[src/rtl/mbs_pkg.sv]
package mbs_pkg;
   typedef enum logic [2:0] {
      PH_IDLE = 3'd0,
      PH_T1   = 3'd1,
      PH_T2   = 3'd2,
      PH_T3   = 3'd3,
      PH_T4   = 3'd4
   } phase_e;

   localparam int CFG_BITS = 2;
   localparam int CFG_LOWER_BIT = 0;
   localparam int CFG_UPPER_BIT = 1;
endpackage

[src/rtl/mbs_strap_cfg.sv]
module mbs_strap_cfg #(
   parameter int CFG_W = 2
) (
   input  logic             clk,
   input  logic             rst_n,
   input  logic             strap_i,
   input  logic             cfg_we,
   input  logic [CFG_W-1:0] cfg_wdata,
   output logic             armed,
   output logic             strap_q,
   output logic             strap_eff,
   output logic [CFG_W-1:0] cfg_q
);
   // strap: captured once on the first edge after reset release
   always_ff @(posedge clk or negedge rst_n) begin
      if (!rst_n) begin
         armed   <= 1'b1;
         strap_q <= 1'b0;
      end else if (armed) begin
         armed   <= 1'b0;
         strap_q <= strap_i;
      end
   end

   // while still armed, use the live pin so an early request sees the captured value
   assign strap_eff = armed ? strap_i : strap_q;

   always_ff @(posedge clk or negedge rst_n) begin
      if (!rst_n) begin
         cfg_q <= '0;
      end else if (cfg_we) begin
         cfg_q <= cfg_wdata;
      end
   end
endmodule

[src/rtl/mbs_phase_fsm.sv]
module mbs_phase_fsm
   import mbs_pkg::*;
#(
   parameter int ADDR_W = 20,
   parameter int DATA_W = 16,
   parameter int RG_W   = 2
) (
   input  logic              clk,
   input  logic              rst_n,
   input  logic              req_valid,
   input  logic              req_write,
   input  logic [RG_W-1:0]   req_region,
   input  logic [ADDR_W-1:0] req_addr,
   input  logic [DATA_W-1:0] req_wdata,
   input  logic              dis_now,
   output logic              req_ready,
   output phase_e            phase,
   output logic [ADDR_W-1:0] addr_q,
   output logic [DATA_W-1:0] wdata_q,
   output logic [RG_W-1:0]   region_q,
   output logic              wr_q,
   output logic              dis_q
);
   phase_e phase_nxt;
   logic   accept;

   assign req_ready = (phase == PH_IDLE) || (phase == PH_T4);
   assign accept    = req_valid && req_ready;

   always_comb begin
      phase_nxt = phase;
      unique case (phase)
         PH_IDLE: phase_nxt = accept ? PH_T1 : PH_IDLE;
         PH_T1:   phase_nxt = PH_T2;
         PH_T2:   phase_nxt = PH_T3;
         PH_T3:   phase_nxt = PH_T4;
         PH_T4:   phase_nxt = accept ? PH_T1 : PH_IDLE;
         default: phase_nxt = PH_IDLE;
      endcase
   end

   always_ff @(posedge clk or negedge rst_n) begin
      if (!rst_n) begin
         phase <= PH_IDLE;
      end else begin
         phase <= phase_nxt;
      end
   end

   always_ff @(posedge clk or negedge rst_n) begin
      if (!rst_n) begin
         addr_q   <= '0;
         wdata_q  <= '0;
         region_q <= '1;
         wr_q     <= 1'b0;
         dis_q    <= 1'b0;
      end else if (accept) begin
         addr_q   <= req_addr;
         wdata_q  <= req_wdata;
         region_q <= req_region;
         wr_q     <= req_write;
         dis_q    <= dis_now;
      end
   end
endmodule

[src/rtl/mbs_pad_drive.sv]
module mbs_pad_drive
   import mbs_pkg::*;
#(
   parameter int ADDR_W = 20,
   parameter int DATA_W = 16,
   parameter int NUM_CS = 3,
   parameter int RG_W   = 2
) (
   input  phase_e            phase,
   input  logic [ADDR_W-1:0] addr_q,
   input  logic [DATA_W-1:0] wdata_q,
   input  logic [RG_W-1:0]   region_q,
   input  logic              wr_q,
   input  logic              dis_q,
   output logic [ADDR_W-1:0] pad_addr,
   output logic [DATA_W-1:0] pad_ad_out,
   output logic              pad_ad_oe,
   output logic [NUM_CS-1:0] pad_cs,
   output logic              done
);
   logic active;
   logic in_t1;

   assign active = (phase != PH_IDLE);
   assign in_t1  = (phase == PH_T1);
   assign done   = (phase == PH_T4);

   assign pad_addr = active ? addr_q : '0;

   always_comb begin
      pad_ad_oe  = 1'b0;
      pad_ad_out = '0;
      if (in_t1) begin
         pad_ad_oe  = !dis_q;
         pad_ad_out = dis_q ? '0 : addr_q[DATA_W-1:0];
      end else if (active && wr_q) begin
         pad_ad_oe  = 1'b1;
         pad_ad_out = wdata_q;
      end
   end

   for (genvar g = 0; g < NUM_CS; g++) begin : g_cs
      assign pad_cs[g] = active && (region_q == RG_W'(g));
   end
endmodule

[src/rtl/mbs_rdata_cap.sv]
module mbs_rdata_cap
   import mbs_pkg::*;
#(
   parameter int DATA_W = 16
) (
   input  logic              clk,
   input  logic              rst_n,
   input  phase_e            phase,
   input  logic              wr_q,
   input  logic [DATA_W-1:0] pad_ad_in,
   output logic [DATA_W-1:0] rdata
);
   logic [DATA_W-1:0] cap_q;

   always_ff @(posedge clk or negedge rst_n) begin
      if (!rst_n) begin
         cap_q <= '0;
      end else if (phase == PH_T3 && !wr_q) begin
         cap_q <= pad_ad_in;
      end
   end

   assign rdata = (phase == PH_T4 && !wr_q) ? cap_q : '0;
endmodule

[src/rtl/mux_bus_seq.sv]
module mux_bus_seq
   import mbs_pkg::*;
#(
   parameter int ADDR_W     = 20,
   parameter int DATA_W     = 16,
   parameter int NUM_CS     = 3,
   parameter int LOWER_CODE = 1,
   parameter int UPPER_CODE = 2,
   localparam int RG_W      = $clog2(NUM_CS + 1)
) (
   input  logic              clk,
   input  logic              rst_n,
   input  logic              force_mux_n,
   input  logic              cfg_we,
   input  logic [1:0]        cfg_wdata,
   input  logic              req_valid,
   output logic              req_ready,
   input  logic              req_write,
   input  logic [RG_W-1:0]   req_region,
   input  logic [ADDR_W-1:0] req_addr,
   input  logic [DATA_W-1:0] req_wdata,
   output logic              done,
   output logic [DATA_W-1:0] rdata,
   output logic [ADDR_W-1:0] pad_addr,
   output logic [DATA_W-1:0] pad_ad_out,
   output logic              pad_ad_oe,
   input  logic [DATA_W-1:0] pad_ad_in,
   output logic [NUM_CS-1:0] pad_cs
);
   if (ADDR_W < DATA_W) begin : g_bad_width
      $error("ADDR_W must be at least DATA_W");
   end
   if (LOWER_CODE >= NUM_CS || UPPER_CODE >= NUM_CS || LOWER_CODE == UPPER_CODE) begin : g_bad_codes
      $error("region codes must be distinct chip-select indices");
   end

   logic                armed;
   logic                strap_q;
   logic                strap_eff;
   logic [CFG_BITS-1:0] cfg_q;
   logic                dis_now;
   phase_e              phase;
   logic [ADDR_W-1:0]   addr_q;
   logic [DATA_W-1:0]   wdata_q;
   logic [RG_W-1:0]     region_q;
   logic                wr_q;
   logic                dis_q;

   mbs_strap_cfg #(.CFG_W(CFG_BITS)) u_cfg (
      .clk       (clk),
      .rst_n     (rst_n),
      .strap_i   (force_mux_n),
      .cfg_we    (cfg_we),
      .cfg_wdata (cfg_wdata),
      .armed     (armed),
      .strap_q   (strap_q),
      .strap_eff (strap_eff),
      .cfg_q     (cfg_q)
   );

   // address-phase disable decision for the request being presented
   assign dis_now = strap_eff &&
      ((req_region == RG_W'(LOWER_CODE) && cfg_q[CFG_LOWER_BIT]) ||
       (req_region == RG_W'(UPPER_CODE) && cfg_q[CFG_UPPER_BIT]));

   mbs_phase_fsm #(.ADDR_W(ADDR_W), .DATA_W(DATA_W), .RG_W(RG_W)) u_fsm (
      .clk        (clk),
      .rst_n      (rst_n),
      .req_valid  (req_valid),
      .req_write  (req_write),
      .req_region (req_region),
      .req_addr   (req_addr),
      .req_wdata  (req_wdata),
      .dis_now    (dis_now),
      .req_ready  (req_ready),
      .phase      (phase),
      .addr_q     (addr_q),
      .wdata_q    (wdata_q),
      .region_q   (region_q),
      .wr_q       (wr_q),
      .dis_q      (dis_q)
   );

   mbs_pad_drive #(.ADDR_W(ADDR_W), .DATA_W(DATA_W), .NUM_CS(NUM_CS), .RG_W(RG_W)) u_pad (
      .phase      (phase),
      .addr_q     (addr_q),
      .wdata_q    (wdata_q),
      .region_q   (region_q),
      .wr_q       (wr_q),
      .dis_q      (dis_q),
      .pad_addr   (pad_addr),
      .pad_ad_out (pad_ad_out),
      .pad_ad_oe  (pad_ad_oe),
      .pad_cs     (pad_cs),
      .done       (done)
   );

   mbs_rdata_cap #(.DATA_W(DATA_W)) u_rd (
      .clk       (clk),
      .rst_n     (rst_n),
      .phase     (phase),
      .wr_q      (wr_q),
      .pad_ad_in (pad_ad_in),
      .rdata     (rdata)
   );
endmodule

[config.mk]
export PLATFORM = sky130hd
export DESIGN_NAME = mux_bus_seq
export DESIGN_NICKNAME = d
export VERILOG_FILES = /design/src/rtl/mbs_pkg.sv /design/src/rtl/mbs_strap_cfg.sv /design/src/rtl/mbs_phase_fsm.sv /design/src/rtl/mbs_pad_drive.sv /design/src/rtl/mbs_rdata_cap.sv /design/src/rtl/mux_bus_seq.sv
export SDC_FILE = /design/constraint.sdc
export NUM_CORES = 1
export LEC_CHECK = 0
export BUFFER_PORTS_ARGS = -buffer_cell sky130_fd_sc_hd__clkbuf_2
export CAP_MARGIN = 20
export CORE_ASPECT_RATIO = 0.9
export CORE_MARGIN = 5
export CORE_UTILIZATION = 52
export CTS_CLUSTER_SIZE = 25
export DETAILED_ROUTE_END_ITERATION = 16
export PLACE_DENSITY = 0.85
export SKIP_CTS_REPAIR_TIMING = 1
export SLEW_MARGIN = 30
export SYNTH_ARGS = -nofsm -noshare
export SYNTH_HDL_FRONTEND = slang
export SYNTH_SLANG_ARGS = --single-unit
[constraint.sdc]
create_clock -name clk -period 3 [get_ports clk]
set_clock_uncertainty 0.1 [all_clocks]
set_input_delay 0.3 -clock clk [delete_from_list [all_inputs] [get_ports clk]]
set_output_delay 0.3 -clock clk [all_outputs]
set_load 0.005 [all_outputs]
==> qor.yml <==
outcome:
  status: "completed"
synthesis:
  yosysMostFrequentCell: "dfrtp_1"
  synth_common_cells: "dfrtp_1 (60), mux2_2 (42), nor2b_1 (20)"
  synth.ff_latch_count: 63
  synthCells: 210
  netlist_area_mm2: 0.00295
  synth-main-ff-cell: "dfrtp_1"
  syn_nets: 272
  async_reset_ff_share_pct: 100
  yosysTopAreaCell: "dfrtp_1"
  synth_enable_flop_cells: 0
  yosysTopAreaCellShare_pct: 50.9
  avgSynthCellArea_um2: 14.0
  yosys.cell_types.count: 31
  synth.area.top_cells: "dfrtp_1 (51%), mux2_2 (16%), mux2_4 (5.1%)"
  seq_area_frac_synth_pct: 53.6
  ys.warnings.count: 0
detailed_routing:
  drc: 0
  ant_nets: 0
  routed_wl_um: 6290
  wl_met2_um: 3230
  met1Wirelength_um: 2480
  vias: 2033
  maxUsedRoutingLayer: "met4"
  vias_per_cell: 4.98
  wire_per_inst_um: 15.4
  drt_iter0_drc: 56
  met3_length_um: 480
  dr.pass1.iters: 4
finish:
  nNetsFinal: 395
  fill_cells: 429
  antenna_cells: 0
  syn_to_final_growth_pct: 26.6
  final_core_util_pct: 66.7
  drive_above_1_share_pct: 58.9
worst_setup_path:
  path_delay_family: "compound AO/OA/AOI/OAI gates"
  critPathMaxStageDelay_ns: 0.61
  cp-start-kind: "flop"
  path_cells: "o21a_1, a22o_1, clkbuf_2"
  end_kind: "output pin"
  crit_slowest_cell: "o21a_1"
  path_buf_inv: 1
  cp.required_ns: 2.60
  crit_fanout: 17
  reg2reg_slack_ns: 1.01
  path_class: "reg2out"
  worstPathArrival_ns: 1.92
flow_run:
  drv_cap: 0
timing:
  slew_headroom_pct: 54.4
  clock.fmax_mhz: 431
  hold_violations: 0
  layout_min_cycle_time_ns: 2.32
  slew_viol_final: 0
  rsz0062_at_grt: "false"
  post-route-period-util_pct: 77.3
  setup-tns-final_ns: 0
  setup_ws_ns: 0.680
  worstMarginPinSlew_ns: 0.684
  setup_viol: 0
pwr:
  pwr-share-comb_pct: 43.6
  ir_worst_vdd_mv: 0.621
  p_int_w: 0.00259
  seqPwrFrac_pct: 40.4
  power_density_mw_per_mm2: 1040
  leakage_nw: 1.85
  switching_share_pct: 33.2
  switchingPower_w: 0.00129
  clkPwrFrac_pct: 16.0
clock_network:
  clock_latency_ns: 0.33
  clockBufferDepth: 2
  cts_buffers: 9
  clk_pin_slew_ns: 0.07
  root_buffer: "clkbuf_8"
  clock-sinks: 63
  htree_levels: 3
  cts_tree: "done"
floorplan:
  core_area_mm2: 0.00560
  start_util_pct: 52.7
  ioPinCount: 120
  die-area_mm2: 0.00728
  die-width_um: 89.4
  die_h_um: 81.4
  core.rowCount: 26
placed_design:
  port_buffers: 119
  hpwl_um: 4720
  dp_slack_ns: 0.991
  gp_congestion: 0.741
grt:
  gr-total-overflow: 0
  grt_pass1_vias: 2139
  grtUsageTotal_pct: 18.6
  grt_pass1_wl_um: 10000
  antenna_found_initial: 0
  grt_max_degree: 41
hold_path:
  worstHoldPathType: "in2reg"
registers in the layout, summed over array words and instances, names as in the netlist:
| register | count |
|---|---|
| u_rd.cap_q | 16 |
| u_cfg.armed | 1 |
| u_fsm.addr_q | 20 |
| u_fsm.wr_q | 1 |
| u_fsm.region_q | 2 |
| u_fsm.wdata_q | 16 |
| u_cfg.strap_q | 1 |
| u_fsm.dis_q | 1 |
| u_cfg.cfg_q | 2 |
| u_fsm.phase | 3 |
layout make-up:
cell class | instances | area (um^2) | share of cell area, %
Inverter | 2 | 7.51 | 0.201
Timing Repair Buffer | 125 | 643 | 17.2
Multi-Input combinational cell | 132 | 1250 | 33.5
Tap cell | 70 | 87.6 | 2.35
Clock buffer | 14 | 153 | 4.09
Clock inverter | 2 | 10.0 | 0.268
Sequential cell | 63 | 1580 | 42.4
cell families after synthesis:
logic type	Yosys count	synth area share [%]
AO/OA/AOI/OAI	19	5.48
XOR/XNOR	1	0.297
buffers and inverters	15	4.20
flip-flops	63	53.6
multiplexers	59	23.8
other	1	0.127
AND/OR/NAND/NOR	52	12.5
stage by stage:
step	total power [W]	instance area, um^2	hold WS [ns]	instances
floorplan	0.00268	2950	-0.0956	210
global placement	0.00322	3560	0.249	391
detailed placement	0.00329	3560	0.256	391
finish	0.00387	3730	0.0911	408
global route	0.00418	3730	0.0741	408
CTS	0.00393	3720	-0.116	407
power by group through the flow:
stage                     clock network, W  logic [W]  registers (W)
final                             0.000618    0.00169        0.00157
after CTS                         0.000645    0.00172        0.00157
after floorplan                          0    0.00121        0.00147
after global routing              0.000685    0.00187        0.00162
after detailed placement                 0    0.00172        0.00158
after global placement                   0    0.00167        0.00155
cells in the final DEF (no fill, tap or decap), drive strengths merged:
cell type    Yosys  routed
clkbuf           5     133
dlygate4sd3      0       1
dfstp            3       3
xnor2            1       1
nor2b           21      21
nor3b            2       2
o21ai            1       1
nor4b            1       1
and3b            3       3
conb             1       1
nor2             3       3
nor4             1       1
a22o            16      16
buf              8       5
inv              2       2
clkinv           0       2
mux2i            1       1
dfrtp           60      60
mux2            58      58
nor3             2       2
o21a             1       1
or2              1       1
o2111ai          1       1
and2            18      18
worst paths after layout:
kind                            cells past startpoint        startpoint                to
max in group asynchronous                           3             rst_n   u_fsm.addr_q[6]
worst min register to register                      1  u_fsm.wdata_q[8]  u_fsm.wdata_q[8]
worst min-delay path                                2      req_addr[15]  u_fsm.addr_q[15]
worst max register to register                      4    u_fsm.phase[1]   u_fsm.addr_q[5]
worst max-delay path                                3    u_fsm.phase[1]     pad_ad_out[9]
min in group asynchronous                           3             rst_n    u_cfg.cfg_q[0]
per-layer routing:
metal	track usage (%)	vias to the layer above
li1	-	974
met1	21.5	980
met2	31.3	69
met3	7.42	10
met4	6.85	0
met5	0	-
Power figures use the tool's default switching activity.
